--- config.mk ---
export PLATFORM = sky130hd
export DESIGN_NAME = brcond_unit
export DESIGN_NICKNAME = d
export VERILOG_FILES = /design/src/rtl/brc_pkg.sv /design/src/rtl/brc_decode.sv /design/src/rtl/brc_cond_eval.sv /design/src/rtl/brc_target.sv /design/src/rtl/brcond_unit.sv
export SDC_FILE = /design/constraint.sdc
export NUM_CORES = 1
export LEC_CHECK = 0
export BUFFER_PORTS_ARGS = -buffer_cell sky130_fd_sc_hd__clkbuf_2
export CORE_MARGIN = 5
export CORE_UTILIZATION = 47
export CTS_CLUSTER_SIZE = 24
export DETAILED_ROUTE_END_ITERATION = 6
export GPL_TIMING_DRIVEN = 0
export PLACE_DENSITY = 0.86
export RECOVER_POWER = 50
export SETUP_SLACK_MARGIN = 0.1
export SLEW_MARGIN = 0
export SYNTH_ARGS = -nofsm -noshare
export SYNTH_HDL_FRONTEND = slang
export SYNTH_SLANG_ARGS = --single-unit
--- constraint.sdc ---
create_clock -name clk -period 1.78 [get_ports clk]
set_clock_uncertainty 0.15 [all_clocks]
set_input_delay 0.089 -clock clk [delete_from_list [all_inputs] [get_ports clk]]
set_output_delay 0.089 -clock clk [all_outputs]
set_load 0.05 [all_outputs]
--- src/rtl/brc_pkg.sv ---
package brc_pkg;
    localparam int OPC_W  = 8;
    localparam int SEL_W  = 4;
    localparam int RIDX_W = 4;
    localparam int INSN_W = OPC_W + SEL_W + RIDX_W;

    typedef enum logic [1:0] {
        ST_IDLE = 2'd0,
        ST_SKIP = 2'd1,
        ST_JUMP = 2'd2,
        ST_TRAP = 2'd3
    } brc_state_e;

    typedef struct packed {
        logic              is_branch;
        logic [SEL_W-1:0]  sel;
        logic [RIDX_W-1:0] ridx;
    } brc_fields_t;
endpackage

--- src/rtl/brc_decode.sv ---
module brc_decode
    import brc_pkg::*;
#(
    parameter logic [OPC_W-1:0] OPCODE = 8'h07
) (
    input  logic [INSN_W-1:0] instr,
    output brc_fields_t       fields
);
    localparam int OPC_LSB = SEL_W + RIDX_W;

    always_comb begin
        fields.is_branch = (instr[INSN_W-1:OPC_LSB] == OPCODE);
        fields.sel       = instr[OPC_LSB-1:RIDX_W];
        fields.ridx      = instr[RIDX_W-1:0];
    end
endmodule

--- src/rtl/brc_cond_eval.sv ---
module brc_cond_eval
    import brc_pkg::*;
#(
    parameter int CC_W = 2
) (
    input  logic [(1<<CC_W)-1:0] sel,
    input  logic [CC_W-1:0]      cc,
    input  logic [RIDX_W-1:0]    ridx,
    output logic                 go
);
    localparam int NCODES = 1 << CC_W;

    logic [NCODES-1:0] hit;

    // The most significant selector bit enables condition code 0.
    for (genvar i = 0; i < NCODES; i++) begin : g_code
        assign hit[i] = sel[NCODES-1-i] && (cc == CC_W'(i));
    end

    assign go = (|hit) && (|ridx);
endmodule

--- src/rtl/brc_target.sv ---
module brc_target #(
    parameter int ADDR_W = 24,
    parameter int STEP   = 2
) (
    input  logic              go,
    input  logic [ADDR_W-1:0] reg_data,
    input  logic [ADDR_W-1:0] cur_addr,
    output logic [ADDR_W-1:0] target,
    output logic              misalign
);
    assign target   = go ? reg_data : cur_addr + ADDR_W'(STEP);
    assign misalign = go && reg_data[0];
endmodule

--- src/rtl/brcond_unit.sv ---
module brcond_unit
    import brc_pkg::*;
#(
    parameter int ADDR_W = 24,
    parameter int CC_W   = 2
) (
    input  logic              clk,
    input  logic              rst_n,
    input  logic              in_valid,
    input  logic [15:0]       instr,
    input  logic [CC_W-1:0]   cc,
    input  logic [ADDR_W-1:0] reg_data,
    input  logic [ADDR_W-1:0] cur_addr,
    output logic [3:0]        rd_idx,
    output logic              out_valid,
    output logic              taken,
    output logic [ADDR_W-1:0] next_addr,
    output logic              fault
);
    brc_fields_t       fields;
    logic              go;
    logic              misalign;
    logic [ADDR_W-1:0] target;
    logic              accept;
    brc_state_e        state_q, state_d;
    logic [ADDR_W-1:0] addr_q;

    brc_decode #(.OPCODE(8'h07)) u_decode (
        .instr  (instr),
        .fields (fields)
    );

    brc_cond_eval #(.CC_W(CC_W)) u_cond (
        .sel  (fields.sel),
        .cc   (cc),
        .ridx (fields.ridx),
        .go   (go)
    );

    brc_target #(.ADDR_W(ADDR_W), .STEP(2)) u_target (
        .go       (go),
        .reg_data (reg_data),
        .cur_addr (cur_addr),
        .target   (target),
        .misalign (misalign)
    );

    assign rd_idx = fields.ridx;
    assign accept = in_valid && fields.is_branch;

    // Next state chosen by the current input.
    always_comb begin
        state_d = ST_IDLE;
        if (accept) begin
            if (!go)
                state_d = ST_SKIP;
            else if (misalign)
                state_d = ST_TRAP;
            else
                state_d = ST_JUMP;
        end
    end

    // State register and the address that goes with it.
    always_ff @(posedge clk or negedge rst_n) begin
        if (!rst_n) begin
            state_q <= ST_IDLE;
            addr_q  <= '0;
        end else begin
            state_q <= state_d;
            if (accept)
                addr_q <= target;
        end
    end

    // Outputs decoded from the state.
    always_comb begin
        out_valid = 1'b0;
        taken     = 1'b0;
        fault     = 1'b0;
        unique case (state_q)
            ST_IDLE: ;
            ST_SKIP: out_valid = 1'b1;
            ST_JUMP: begin
                out_valid = 1'b1;
                taken     = 1'b1;
            end
            ST_TRAP: begin
                out_valid = 1'b1;
                taken     = 1'b1;
                fault     = 1'b1;
            end
        endcase
    end

    assign next_addr = addr_q;
endmodule

==> flow_summary.ini <==
[logic_synthesis]
synthesis.area_sq_um = 1695
netlist.area_leader.share_pct = 38.38
synth-edff-count = 0
synth-async-reset-ratio_pct = 100.0
yosys_warnings = 0
synth_nets = 266
syn_avg_cell_area_sq_um = 8.650
ys_types = 40
ys_ff_latch = 26
syn_inst = 196
synthFlopType = dfrtp_1
synth_common_cells = dfrtp_1, nand2_1, nor2_1
ys_seq_area_share_pct = 38.38
synthTopCellsByArea = dfrtp_1, mux2i_1, nand2_1, xnor2_1, nor2_1
synth_area_leader_cell = dfrtp_1

[place]
gp_congestion = 0.8294
io_buffers = 99
dp_hpwl_um = 4086
placed_area_sq_um = 2271

[setup_path]
cp_cell_sequence = clkbuf_8 -> nand3_4 -> or4_4 -> buf_6 -> or4_4 -> a311oi_1 -> a21o_1
crit_path_frequent_cell = or4_4
start_kind = input port
worstPathMaxFanout = 6
slowest_delay_ns = 0.54
required_ns = 1.91
cp_top_family = simple AND/OR/NAND/NOR gates
worst-setup-path-type = input port to flip-flop
critPathSlowestCell = or4_4
crit_arrival_ns = 1.79
path_buf_inv = 2
cp-end-kind = flip-flop

[clocking]
root_buffer = clkbuf_4
insertion_delay_ns = 0.33
cts_tree = built
clockBufferDepth = 2
htreeDepth = 1
cts_inserted_buffers = 3
clock-sinks = 26
path_clk_slew_ns = 0.15

[floorplan]
dieWidth_um = 70.06
initial_core_util_pct = 49.63
rows = 21
dieHeight_um = 70.06
dieArea_sq_um = 4908
core_sq_um = 3416
num_io_pins = 100

[global_routing]
antenna_found_initial = 0
grt_pass1_vias = 2113
grt_max_degree = 27
grt-ovfl-total = 0
grt_pass1_wl_um = 9708
grt_use_total_pct = 24.34

[cells_and_area]
final_util_pct = 78.57
drive_above_1_share_pct = 33.23
multi_input_comb_area_sq_um = 999.7
syn2layout_area_growth_pct = 58.30
num-fill-cells = 262
finish.net_count = 402
n_antenna_cell = 0
seq_area_sq_um = 650.6
design_area_sq_um = 2684

[timing]
final_max_slew_viol_count = 0
period_needed_ns = 1.660
relSlewSlack_pct = 55.10
rsz0062_at_grt = yes
tightest_slew_ns = 0.6734
setup_viol = 0
fin_crit_sh_pct = 93.25
hold_violations = 0
clock.fmax_ghz = 0.6024

[power]
ir_drop_uv = 399.7
power_leakage_nw = 1.324
powerDensity_nw_per_um2 = 554.2

[detailed_routing]
drt_pass1_iterations = 4
viasPerCell = 5.485
drc = 0
antenna_left = 0
post_drt_wl_per_cell_um = 15.78
drt-total-wl_um = 5950
vias = 2068
drtIter0Drc = 94

[worst_hold_path]
holdCritPathClass = input port to flip-flop

[run_status]
status = finished, final reports clean

[job]
cap_violations = 0
==> timing repair <==
action,in CTS,in global routing
cloned,0,0
pin swaps,3,2
buffers inserted,4,1
hold buffers,26,1
gates resized for setup,10,9
endpoints found under the setup margin,15,2
hold endpoints to repair,49,1
==> registers in the layout (all words and copies together) (netlist names) <==
signal     flops
next_addr     24
state_q        2
==> cell usage in the layout, fill, tap and decap left out, types with 3 or more instances in the layout <==
master         instances
a21o_1                 3
a21oi_1                5
buf_4                 12
clkbuf_1              22
clkbuf_2              77
clkbuf_4               3
clkbuf_8               6
dfrtp_1               26
dlygate4sd3_1         27
inv_1                  7
mux2i_1               11
nand2_1               26
nand4_1                5
nor2_1                17
nor3_1                 4
nor4_1                 3
o21a_1                 3
o21ai_0                9
o21ai_1               11
o22ai_1                4
o31ai_1                6
xnor2_1                8
xor2_1                 6
==> stage by stage <==
stage | power [mW] | setup TNS, ns | std cells | hold slack [ns] | worst slack (ns)
after CTS | 1.477 | 0 | 375 | 0.004681 | 0.1086
final | 1.487 | 0 | 377 | 0.003671 | 0.1201
after global routing | 1.561 | 0 | 377 | 0.002596 | 0.08311
after detailed placement | 1.108 | -5.531 | 341 | 0.0008322 | -0.4257
after floorplan | 0.9293 | -0.1018 | 196 | -0.3566 | -0.1018
after global placement | 1.100 | -5.295 | 341 | -0.001861 | -0.3927
==> worst register-to-register path: stages, from the launching register on <==
cell	delay (ns)
dfrtp_1	0.41
a21oi_1	0.13
o31ai_1	0.08
==> routing by layer <==
layer	up-vias	GRT usage (%)	routed length, um
met2	108	44.81	3003
met5	-	0	0
met3	15	5.595	506
li1	975	-	-
met4	0	8.511	133
met1	970	27.19	2307
==> worst paths after layout <==
kind                                      startpoint                        end  slack (ns)  cells past startpoint
min reg2reg                next_addr[21]$_DFFE_PN0P_  next_addr[21]$_DFFE_PN0P_        0.35                      2
min                                     reg_data[22]  next_addr[22]$_DFFE_PN0P_       0.004                      4
max reg2reg                next_addr[16]$_DFFE_PN0P_  next_addr[16]$_DFFE_PN0P_        0.90                      2
min in group asynchronous                      rst_n  next_addr[10]$_DFFE_PN0P_        0.14                      2
max in group asynchronous                      rst_n  next_addr[19]$_DFFE_PN0P_        0.89                      2
max                                     cur_addr[11]  next_addr[23]$_DFFE_PN0P_        0.12                      7
==> cell type report <==
type	instances	share of cell area, %
Clock buffer	4	1.352
Tap cell	46	2.145
Timing Repair Buffer	131	31.14
Multi-Input combinational cell	149	37.25
Sequential cell	26	24.24
Buffer	14	2.890
Inverter	7	0.9790
==> cells by family after synthesis <==
logic type	count (synthesis)	share of synthesized area (%)
AO/OA/AOI/OAI	49	18.82
XOR/XNOR	14	7.233
adder cells (fa/ha/maj)	1	0.7379
buffers and inverters	21	5.683
flip-flops	26	38.38
multiplexers	12	7.823
AND/OR/NAND/NOR	73	21.33
==> power breakdown <==
part	internal [mW]	total, mW	leakage (nW)	switching [mW]
Clock	0.125	0.317	0.0210	0.192
Combinational	0.216	0.534	0.944	0.317
Sequential	0.620	0.636	0.359	0.0163
Power figures use the tool's default switching activity.
